--- src/rtl/pfc_pkg.sv ---
package pfc_pkg;
    // Loop coefficients as real numbers; quantised by the top module.
    localparam real VOLT_B0 = 3.052e-5;
    localparam real VOLT_B1 = 1.526e-5;   // magnitude, applied negative
    localparam real CUR_B0  = 0.5;
    localparam real CUR_B1  = 0.4844;     // magnitude, applied negative

    typedef struct packed {
        logic cur;    // inner loop update strobe
        logic volt;   // outer loop update strobe
    } pfc_tick_t;
endpackage

--- src/rtl/pfc_timebase.sv ---
module pfc_timebase
    import pfc_pkg::*;
#(
    parameter int PERIOD = 1000,
    parameter int VDIV   = 1000,
    localparam int DUW   = $clog2(PERIOD),
    localparam int VPW   = $clog2(VDIV + 1)
) (
    input  logic           clk,
    input  logic           rst,
    output logic [DUW-1:0] cnt,
    output pfc_tick_t      tick
);
    typedef struct packed {
        logic [DUW-1:0] cnt;
        logic [VPW-1:0] per;
    } tb_state_t;

    tb_state_t st_d, st_q;
    logic      wrap;

    always_comb begin
        st_d      = st_q;
        wrap      = (st_q.cnt == DUW'(PERIOD - 1));
        tick.cur  = wrap;
        tick.volt = wrap && (st_q.per == VPW'(VDIV - 1));
        if (wrap) begin
            st_d.cnt = '0;
            st_d.per = tick.volt ? '0 : st_q.per + 1'b1;
        end else begin
            st_d.cnt = st_q.cnt + 1'b1;
        end
    end

    always_ff @(posedge clk) begin
        if (rst) st_q <= '0;
        else     st_q <= st_d;
    end

    assign cnt = st_q.cnt;
endmodule

--- src/rtl/pfc_pi_step.sv ---
module pfc_pi_step #(
    parameter int     EW     = 14,
    parameter int     AW     = 25,
    parameter int     CW     = 22,
    parameter int     B0     = 32,
    parameter int     B1     = -16,
    parameter longint ACC_HI = 64'd16777215,
    localparam int    SW     = AW + CW + EW + 2
) (
    input  logic                 clk,
    input  logic                 rst,
    input  logic                 en,
    input  logic signed [EW-1:0] err,
    output logic signed [AW-1:0] acc_q_o,
    output logic signed [AW-1:0] acc_next_o
);
    localparam logic signed [SW-1:0] HI_S = SW'(ACC_HI);
    localparam logic signed [SW-1:0] B0_S = SW'(B0);
    localparam logic signed [SW-1:0] B1_S = SW'(B1);

    typedef struct packed {
        logic [AW-1:0] acc;
        logic [EW-1:0] eprev;
    } pi_state_t;

    pi_state_t              st_d, st_q;
    logic signed [SW-1:0]   sum;

    always_comb begin
        st_d = st_q;
        sum  = SW'($signed(st_q.acc))
             + B0_S * SW'(err)
             + B1_S * SW'($signed(st_q.eprev));
        if (en) begin
            if (sum[SW-1])        st_d.acc = '0;
            else if (sum > HI_S)  st_d.acc = AW'(ACC_HI);
            else                  st_d.acc = sum[AW-1:0];
            st_d.eprev = err;
        end
    end

    always_ff @(posedge clk) begin
        if (rst) st_q <= '0;
        else     st_q <= st_d;
    end

    assign acc_q_o    = $signed(st_q.acc);
    assign acc_next_o = $signed(st_d.acc);
endmodule

--- src/rtl/pfc_regulator.sv ---
module pfc_regulator
    import pfc_pkg::*;
#(
    parameter int DW     = 13,
    parameter int PERIOD = 1000,
    parameter int VDIV   = 1000,
    parameter int CF     = 20,
    parameter int GW     = 16,
    parameter int GF     = 12,
    localparam int DUW   = $clog2(PERIOD)
) (
    input  logic                 clk,
    input  logic                 rst,
    input  logic signed [DW-1:0] vin,
    input  logic signed [DW-1:0] vout,
    input  logic signed [DW-1:0] iin,
    input  logic signed [DW-1:0] vref,
    output logic                 sw_on,
    output logic [DUW-1:0]       duty_o,
    output logic [GW-1:0]        cond_o
);
    localparam int EVW = DW + 1;
    localparam int PW  = DW + GW + 1;
    localparam int EIW = PW + 1;
    localparam int AWV = GW + CF - GF + 1;
    localparam int AWI = DUW + CF + 1;
    localparam int CW  = CF + 2;
    localparam int KV0 = $rtoi(VOLT_B0 * (2.0 ** CF) + 0.5);
    localparam int KV1 = -$rtoi(VOLT_B1 * (2.0 ** CF) + 0.5);
    localparam int KI0 = $rtoi(CUR_B0 * (2.0 ** CF) + 0.5);
    localparam int KI1 = -$rtoi(CUR_B1 * (2.0 ** CF) + 0.5);
    localparam longint VACC_HI = (longint'(1) << (GW + CF - GF)) - 1;
    localparam longint IACC_HI = (longint'(PERIOD) << CF) - 1;

    typedef struct packed {
        logic [DUW-1:0] duty;
    } top_state_t;

    top_state_t             st_d, st_q;
    pfc_tick_t              tick;
    logic [DUW-1:0]         cnt_w;
    logic signed [EVW-1:0]  ev;
    logic signed [AWV-1:0]  vacc_q, vacc_next;
    logic [GW-1:0]          g;
    logic signed [PW-1:0]   prod, iref;
    logic signed [EIW-1:0]  ei;
    logic signed [AWI-1:0]  iacc_q, iacc_next;

    pfc_timebase #(.PERIOD(PERIOD), .VDIV(VDIV)) u_time (
        .clk (clk),
        .rst (rst),
        .cnt (cnt_w),
        .tick(tick)
    );

    pfc_pi_step #(.EW(EVW), .AW(AWV), .CW(CW), .B0(KV0), .B1(KV1),
                  .ACC_HI(VACC_HI)) u_vloop (
        .clk       (clk),
        .rst       (rst),
        .en        (tick.volt),
        .err       (ev),
        .acc_q_o   (vacc_q),
        .acc_next_o(vacc_next)
    );

    pfc_pi_step #(.EW(EIW), .AW(AWI), .CW(CW), .B0(KI0), .B1(KI1),
                  .ACC_HI(IACC_HI)) u_iloop (
        .clk       (clk),
        .rst       (rst),
        .en        (tick.cur),
        .err       (ei),
        .acc_q_o   (iacc_q),
        .acc_next_o(iacc_next)
    );

    always_comb begin
        st_d = st_q;
        ev   = EVW'(vref) - EVW'(vout);
        // registered conductance: a same-edge outer update is not seen yet
        g    = vacc_q[CF-GF +: GW];
        prod = PW'(vin) * $signed(PW'({1'b0, g}));
        iref = prod >>> GF;
        ei   = EIW'(iref) - EIW'(iin);
        if (tick.cur) st_d.duty = iacc_next[CF +: DUW];
    end

    always_ff @(posedge clk) begin
        if (rst) st_q <= '0;
        else     st_q <= st_d;
    end

    assign sw_on  = (cnt_w < st_q.duty);
    assign duty_o = st_q.duty;
    assign cond_o = g;
endmodule

--- config.mk ---
export PLATFORM = sky130hd
export DESIGN_NAME = pfc_regulator
export DESIGN_NICKNAME = d
export VERILOG_FILES = /design/src/rtl/pfc_pkg.sv /design/src/rtl/pfc_timebase.sv /design/src/rtl/pfc_pi_step.sv /design/src/rtl/pfc_regulator.sv
export SDC_FILE = /design/constraint.sdc
export NUM_CORES = 1
export LEC_CHECK = 0
export ABC_AREA = 1
export BUFFER_PORTS_ARGS = -buffer_cell sky130_fd_sc_hd__buf_2
export CORE_MARGIN = 3
export CORE_UTILIZATION = 65
export DETAILED_ROUTE_END_ITERATION = 8
export PLACE_DENSITY = 0.95
export SKIP_CTS_REPAIR_TIMING = 1
export SYNTH_ARGS = -nofsm -noshare
export SYNTH_HDL_FRONTEND = slang
export SYNTH_SLANG_ARGS = --single-unit
export TNS_END_PERCENT = 1
--- constraint.sdc ---
create_clock -name clk -period 14.05 [get_ports clk]
set_input_delay 0.7025 -clock clk [delete_from_list [all_inputs] [get_ports clk]]
set_output_delay 0.7025 -clock clk [all_outputs]
set_load 0.01 [all_outputs]
# Word level (Yosys, flattened, before mapping)

Cells that the tools add are included.

Register bits after elaboration: 119
Latch bits: 0
RAM bits: 0
Memory bits (read-only): 0
Input port bits: 54
Output and inout port bits: 27
Memories: 0

$add $sub $neg: 9
Multiply operators: 2
Div/mod/pow operators: 0
$lt $le $gt $ge: 3
Equality and inequality tests: 2
Shift operators: 0
Multiplexer cells: 6
Bitwise gates (word level): 0
Reduce and logical (&&, ||, !) cells: 2

Operators with widths:

| cell                   | count |
|---|---|
| $add 86x86->86         | 1 |
| $gt 86x31->1 const B   | 1 |
| $add 63x63->63         | 1 |
| $gt 63x25->1 const B   | 1 |
| $mux 31                | 2 |
| $mux 61                | 1 |
| $neg 14->59            | 1 |
| $mux 25                | 2 |
| $add 31x38->39         | 1 |
| $mul 19x19->38 const A | 1 |
| $mul 13x17->30         | 1 |
| $add 25x19->26         | 1 |
| $add 10x1->10 const B  | 2 |
| $eq 10x10->1 const B   | 2 |
| $sub 18x13->19         | 1 |
| $sub 13x13->14         | 1 |
| $lt 10x10->1           | 1 |
| $mux 10                | 1 |
| $reduce_or 2->1        | 1 |
| $logic_and 1x1->1      | 1 |

# Logic depth before layout (Yosys ltp)

Gate-level depths: netlist of run 1.

Depth in word-level cells: 8
Gate-level depth with buffers: 61

# Modules after synthesis

Synthesis of run 1 repeated with hierarchy kept, for this count alone.

Cell total of the unflattened synthesis: 5502
Area total of the unflattened synthesis: 37941.4 um^2

By module, submodules not included:

| module                | times used | cells each | area an instance (um^2) | seq. area each (um^2) |
|---|---|---|---|---|
| pfc_pi_step (u_iloop) | 1          | 2593       | 19388.6                 | 1241.2 |
| pfc_regulator         | 1          | 1344       | 9482.8                  | 200.2 |
| pfc_pi_step (u_vloop) | 1          | 1402       | 7920.1                  | 780.7 |
| pfc_timebase          | 1          | 163        | 1149.9                  | 400.4 |

# Worst setup path after synthesis of run 1

OpenSTA, ideal clock, no wires.

Path kind: input -> register
From: input port vin[11]
To: register u_iloop.st_q, in the netlist u_iloop.acc_q_o[4]
Data arrival time: 10.168 ns
Data required time: 13.937 ns
Setup slack: 3.769 ns
Cell stages on the path: 52
Cell sequence: clkbuf_1 > clkbuf_1 > nand2_1 > fa_1 > fa_1 > inv_1 > fa_1 > fa_1 > fa_1 > fa_1 > ha_1 > nand2_1 > nor2_1 > a211oi_1 > o21ai_0 > xor2_1 > inv_1 > fa_1 > [16 not listed] > ha_1 > nand2_1 > nor2_1 > inv_1 > nor2_1 > nor2_1 > a21boi_0 > nand3_1 > xnor2_1 > o21ai_0 > nor2_1 > nand4_1 > nand2_1 > buf_2 > buf_4 > nand2_1 > nand2_1 > nand2_1

Cells in the longest elaborated chain, start to end: 7

Ends and longest elaborated chain:

| element              | line                | source |
|---|---|---|
| start, declared      | pfc_regulator.sv:14 | `input logic signed [DW-1:0] vin,` |
| $mul 13x17->30 (*)   | pfc_regulator.sv:81 | `prod = PW'(vin) * $signed(PW'({1'b0, g}));` |
| $sub 18x13->19 (*)   | pfc_regulator.sv:83 | `ei = EIW'(iref) - EIW'(iin);` |
| via ei[6]            | pfc_regulator.sv:46 | `logic signed [EIW-1:0] ei;` |
| $add 31x38->39 (*)   | pfc_pi_step.sv:32   | `+ B0_S * SW'(err)` |
| $add 86x86->86 (*)   | pfc_pi_step.sv:33   | `+ B1_S * SW'($signed(st_q.eprev));` |
| $gt 86x31->1         | pfc_pi_step.sv:36   | `else if (sum > HI_S) st_d.acc = AW'(ACC_HI);` |
| $mux 31              | pfc_pi_step.sv:36   |  |
| $mux 31 (*)          | pfc_pi_step.sv:35   | `if (sum[SW-1]) st_d.acc = '0;` |
| end signal, assigned | pfc_pi_step.sv:44   | `else st_q <= st_d;` |
| end, declared        | pfc_pi_step.sv:26   | `pi_state_t st_d, st_q;` |

Mark *: on every way through the listed nets, which the timed path passes. The rest lies on a longest branch.
A chain may end at the register's enable or synchronous reset.

# Worst setup path after layout of run 1

From: register u_vloop.st_q, in the netlist u_vloop.acc_q_o[13]
To: register st_q, in the netlist duty_o[2]

Cells in the longest elaborated chain, start to end: 8

Ends and longest elaborated chain:

| element                | line                | source |
|---|---|---|
| start, declared        | pfc_pi_step.sv:26   |  |
| start signal, assigned | pfc_pi_step.sv:44   |  |
| $mul 13x17->30 (*)     | pfc_regulator.sv:81 |  |
| $sub 18x13->19 (*)     | pfc_regulator.sv:83 |  |
| via ei[11]             | pfc_regulator.sv:46 |  |
| $add 31x38->39 (*)     | pfc_pi_step.sv:32   |  |
| $add 86x86->86 (*)     | pfc_pi_step.sv:33   |  |
| $gt 86x31->1           | pfc_pi_step.sv:36   |  |
| $mux 31                | pfc_pi_step.sv:36   |  |
| $mux 31 (*)            | pfc_pi_step.sv:35   |  |
| $mux 61 (*)            | pfc_pi_step.sv:34   | `if (en) begin` |
| end signal, assigned   | pfc_regulator.sv:89 | `else st_q <= st_d;` |
| end, declared          | pfc_regulator.sv:39 | `top_state_t st_d, st_q;` |

Marks and branches as above.

==> results of run 1 <==
-- routing by layer --
metal | vias to the layer above | global-route usage | part of all wire
li1 | 13912 | - | -
met1 | 13685 | 0.455 | 0.38
met2 | 1763 | 0.595 | 0.45
met3 | 438 | 0.0763 | 0.11
met4 | 2 | 0.183 | 0.059
met5 | - | 0 | 0.000099
-- stage by stage --
step           utilization  total power [mW]  hold slack (ps)  setup WS [ps]
2_1_floorplan            -             0.700              413           3770
3_3_place_gp         0.681             0.820              425           2450
3_5_place_dp         0.681             0.829              448           1900
4_1_cts              0.694              1.28              459           2290
5_1_grt              0.694              1.36              468           1310
6_report             0.694              1.30              456           2130
-- cells in the final DEF (no fill, tap or decap), types with 8 or more instances in the layout --
cell type and n:
nor2_2 8, a21oi_1 219, inv_2 9, buf_2 80
or2_2 14, buf_4 9, xor2_1 118, nor2_1 300
a21o_1 13, xnor2_1 60, nand3_1 155, nand2_1 1319
nand4_1 49, ha_1 434, nor3_1 40, o21ai_0 118
nand3b_1 9, a31oi_1 23, dfxtp_1 115, clkbuf_16 17
fa_1 324, o22ai_1 10, o21a_1 13, inv_1 962
nor4_1 12, o21bai_1 17
-- flip-flops by register name, indices dropped and copies added, names as in the netlist --
signal,flops
u_iloop.st_q,19
u_vloop.st_q,14
u_time.st_q,10
u_vloop.acc_q_o,22
duty_o,10
u_time.cnt,10
u_iloop.acc_q_o,30
-- power groups by stage --
stage	clock network (mW)	registers, mW	logic, mW
6_report	0.454	0.328	0.517
5_1_grt	0.466	0.327	0.566
4_1_cts	0.451	0.328	0.503
3_5_place_dp	0	0.335	0.494
3_3_place_gp	0	0.335	0.485
2_1_floorplan	0	0.334	0.366
-- cell usage after synthesis, types with 14 or more instances --
| cell type | count | area share |
|---|---|---|
| nand2_1 | 1319 | 0.16 |
| inv_1 | 962 | 0.12 |
| ha_1 | 434 | 0.18 |
| fa_1 | 324 | 0.21 |
| nor2_1 | 302 | 0.038 |
| a21oi_1 | 219 | 0.036 |
| nand3_1 | 155 | 0.026 |
| o21ai_0 | 118 | 0.020 |
| xor2_1 | 118 | 0.034 |
| dfxtp_1 | 115 | 0.076 |
| xnor2_1 | 60 | 0.017 |
| clkbuf_1 | 56 | 0.0070 |
| nand4_1 | 49 | 0.010 |
| nor3_1 | 40 | 0.0066 |
| a31oi_1 | 23 | 0.0048 |
| buf_4 | 17 | 0.0042 |
| o21bai_1 | 17 | 0.0042 |
| or2_2 | 14 | 0.0029 |
-- tightest hold or removal path, cell delays in order (launching register included) --
cell     delay, ps
dfxtp_1        310
nand2_1         60
nand2_1         40
-- path summary, 6_finish.rpt --
kind	startpoint	endpoint	cells after the start
max	u_vloop.acc_q_o[13]	duty_o[2]	51
min	u_iloop.acc_q_o[14]	u_iloop.acc_q_o[14]	2
max reg2reg	u_vloop.acc_q_o[13]	duty_o[2]	51
min reg2reg	u_iloop.acc_q_o[14]	u_iloop.acc_q_o[14]	2
-- cell families after synthesis --
logic type,Yosys count,synth area share
XOR/XNOR,178,0.0516
AND/OR/NAND/NOR,1937,0.262
buffers and inverters,1056,0.134
adder cells (fa/ha/maj),758,0.394
AO/OA/AOI/OAI,449,0.0828
flip-flops,115,0.0762
-- area by class of cell --
class | count | area (µm²) | share of cell area
well taps | 600 | 751 | 0.0237
flip-flops and latches | 115 | 2300 | 0.0727
clock buffers | 19 | 443 | 0.0140
inverters | 977 | 3670 | 0.116
clock inverters | 13 | 159 | 0.00501
repair buffers | 89 | 468 | 0.0148
multi-input cells | 3322 | 23900 | 0.754
==> impl_metrics.toml, run 1 <==
[outcome]
status = "finished, final reports clean"

[clock_network]
clkLatencyLatePin_ps = 430
htreeDepth = 4
cts_tree = "built"
path_clk_slew_ps = 60
clock-root-buffer = "clkbuf_16"
clockBufferDepth = 2
cts_buffers = 17
clkSinkCount = 115

[global_route]
antenna_found_initial = 1
grt_usage = 0.363
grt_pass1_wl_mm = 146
grt_max_degree = 50
grt_pass1_vias = 29341
grt_overflow = 0

[critical_path]
cp_common_cell = "nor2_1"
worstPathArrival_ps = 12230
critPathCaptureType = "flop"
max_stage_delay_ps = 870
path_buf_inv = 5
ff2ff_setup_slack_ps = 2130
worstSetupPathType = "reg -> reg"
crit_fanout = 29
cp_top_family = "adder cells"
cp.required_ps = 14360
cp-start-kind = "flop"
cp_slowest_cell = "dfxtp_1"

[sta]
grt_setup_unrepaired = "no"
fin_crit_sh = 0.848
drv_slew = 0
slew_headroom = 0.0918
tns_ps = 0
fmax_mhz = 83.9
setup_violations = 0
hold_violations = 0
fin_skew_ps = 10.6
min_period_ps = 11920
tightest_slew_ps = 1360

[logic_synthesis]
ys_ff_latch = 115
async_reset_ff_frac = 0
syn_area_um2 = 30200
synth_cell_type_count = 52
synthCells = 4493
synth_edf_count = 0
ys.flop_type = "dfxtp_1"
synth_nets = 5305
avgSynthCellArea_um2 = 6.73
ys_warn_count = 0
synth-seq-area-share = 0.0762

[drt]
vias_per_cell = 5.80
drc = 0
wl_per_cell_um = 17.7
routed_wl_mm = 90.9
drt_iter0_markers = 3286
ant_nets = 0
drt_pre_antenna_iters = 8
via_count = 29800

[finish]
area_growth_pct = 4.83
drive_gt1_frac = 0.0386
stdcell_count = 5135
nNetsFinal = 5334
fin_area_um2 = 31700
n_antenna_cell = 0
layout.filler_cells = 3614

[flow_run]
max-cap-violations = 0

[place]
dp_cells = 5103
dp.final_hpwl_mm = 75.3
postPlaceCellArea_um2 = 31100
place.port_buffers = 80
place.gp.congestion = 1.03

[power_and_ir_drop]
power_density_nw_per_um2 = 41.0
clockPowerShare = 0.350
power.share.sequential = 0.252
switchingPower_mw = 0.524
combPwrFrac = 0.398
p_int_mw = 0.773
cellLeakagePower_nw = 19.1
ir_drop_uv = 104
swShare = 0.404

[floorplan]
die_x_um = 222
die_h_um = 222
start_util = 0.662
fp-row-count = 78
fp.dieArea_um2 = 49100
ios = 81
core_area_um2 = 45700

[min_path]
hold_path_class = "reg -> reg"
Note: power is estimated with default switching activity, not from simulation.
==> run 2: changes to the inputs <==
Settings changed: CORE_UTILIZATION 65 to 60, PLACE_DENSITY 0.95 to 0.92.
Clock period 14.05 ns to 9.7 ns, I/O delays scaled along.
==> run 2 against run 1 <==
  * Final area is 6.9% higher
  * Count of clock-buffer cells in the layout is 3 higher
  * Clock skew is 2.6 ps higher
  * The flow now finishes with violations (negative setup slack)
  * First-iteration DRC count is 6.7% higher
  * Sequential share of layout area is 0.42 points lower
  * Clock power is 61% higher
  * Highest routed layer unchanged
  * Sequential power is 45% higher
==> impl_metrics.toml, run 2 (synthesis results as in run 1) <==
[sta]
drv_slew = 0
fin_skew_ps = 13.2
grt_setup_unrepaired = "yes"
fin_crit_sh = 1.02
setup_violations = 39
setup_ws_ps = -230
min_period_ps = 9930
fmax_mhz = 101
hold_violations = 0
tns_ps = -7420
tightest_slew_ps = 1120
slew_headroom = 0.248

[drt]
drc = 0
drt_iter0_markers = 3507
via_count = 30942
ant_nets = 0
drt_pre_antenna_iters = 7
vias_per_cell = 5.69
wl_per_cell_um = 17.9
routed_wl_mm = 97.1

[clock_network]
clockBufferDepth = 2
clock-root-buffer = "clkbuf_16"
path_clk_slew_ps = 60
cts_tree = "built"
cts_buffers = 17
htreeDepth = 4
clkLatencyLatePin_ps = 450
clkSinkCount = 115

[critical_path]
cp.required_ps = 10030
cp_common_cell = "nand2_1"
cp_slowest_cell = "fa_1"
crit_fanout = 18
worstSetupPathType = "reg -> reg"
worstPathArrival_ps = 10260
critPathCaptureType = "flop"
cp-start-kind = "flop"
max_stage_delay_ps = 620

[global_route]
grt_pass1_vias = 30780
grt_usage = 0.357
grt_overflow = 0
antenna_found_initial = 4
grt_max_degree = 50
grt_pass1_wl_mm = 153

[power_and_ir_drop]
cellLeakagePower_nw = 20.3
power_density_nw_per_um2 = 62.9
ir_drop_uv = 150

[place]
post-place-ws_ps = -614
place.gp.congestion = 1.07
postPlaceCellArea_um2 = 32900
dp.final_hpwl_mm = 80.8
place.port_buffers = 80

[flow_run]
max-cap-violations = 0

[floorplan]
die_x_um = 230
ios = 81
fp.dieArea_um2 = 53100
start_util = 0.612
fp-row-count = 81
die_h_um = 230
core_area_um2 = 49400

[outcome]
status = "complete, but fails checks"
violations = "negative setup slack"

[finish]
drive_gt1_frac = 0.0988
fin_area_um2 = 33900
nNetsFinal = 5567
area_growth_pct = 12.1
largest_reg_flops = 30
mostFrequentLayoutCells = "nand2_1, inv_1, ha_1"
mostFrequentLayoutCell = "nand2_1"

[min_path]
hold_path_class = "in -> reg"
run 2: changes by cell type in the layout (fill, tap and decap cells not counted), moves of 7 or more:
| cell | delta |
|---|---|
| buf_4 | +229 |
| o21ai_0 | -13 |
| dfxtp_1 | -12 |
| a21oi_1 | -11 |
| a21oi_2 | +11 |
| dfxtp_2 | +11 |
| o21ai_1 | +7 |
run 2: worst paths after layout:
check                           start                   to  slack [ps]  depth (start not counted)
hold / removal                    rst      u_vloop.st_q[2]         410                          4
hold reg to reg   u_vloop.acc_q_o[24]  u_vloop.acc_q_o[24]         440                          2
setup reg to reg   u_vloop.acc_q_o[8]   u_iloop.acc_q_o[5]        -230                         48
setup / recovery   u_vloop.acc_q_o[8]   u_iloop.acc_q_o[5]        -230                         48
run 2: metrics by stage:
stage	std cells	hold slack, ps	util	power [mW]
global placement	5397	425	0.667	1.34
finish	5434	412	0.687	2.13
detailed placement	5397	431	0.667	1.35
floorplan	4493	413	-	1.02
CTS	5428	406	0.680	2.07
global route	5431	410	0.686	2.23
run 2: critical path, delay by kind of cell, from the launching register on:
family                     cells  cell delay, ps
AOI/OAI and AO/OA             12            2140
xor gates and xnor gates       4             590
adders and majority gates     10            4380
buffers and inverters          5             630
DFF                            1             350
and+or+nand+nor               17            1690
run 2: power by group:
group / leakage, nW / internal (mW) / switching (mW) / total [mW]
clock network: 0.316 / 0.474 / 0.255 / 0.729
registers: 0.933 / 0.473 / 0.000958 / 0.474
logic: 19.1 / 0.362 / 0.567 / 0.929
run 2: final cells by class:
class	count	area [µm²]
Timing Repair Buffer	322	2240
Sequential cell	115	2320
Clock inverter	9	176
Inverter	977	3670
Multi-Input combinational cell	3322	24200
Clock buffer	22	474
Tap cell	664	831
Fill cell	3817	15500
Antenna cell	3	7.51
run 2: metal layers:
metal  vias to the layer above  routed length (µm)  global-route usage
li1                      14357                   -                   -
met1                     14121               36200               0.439
met2                      1953               44000               0.589
met3                       507               10200              0.0673
met4                         4                6650               0.203
met5                         -                  29                   0
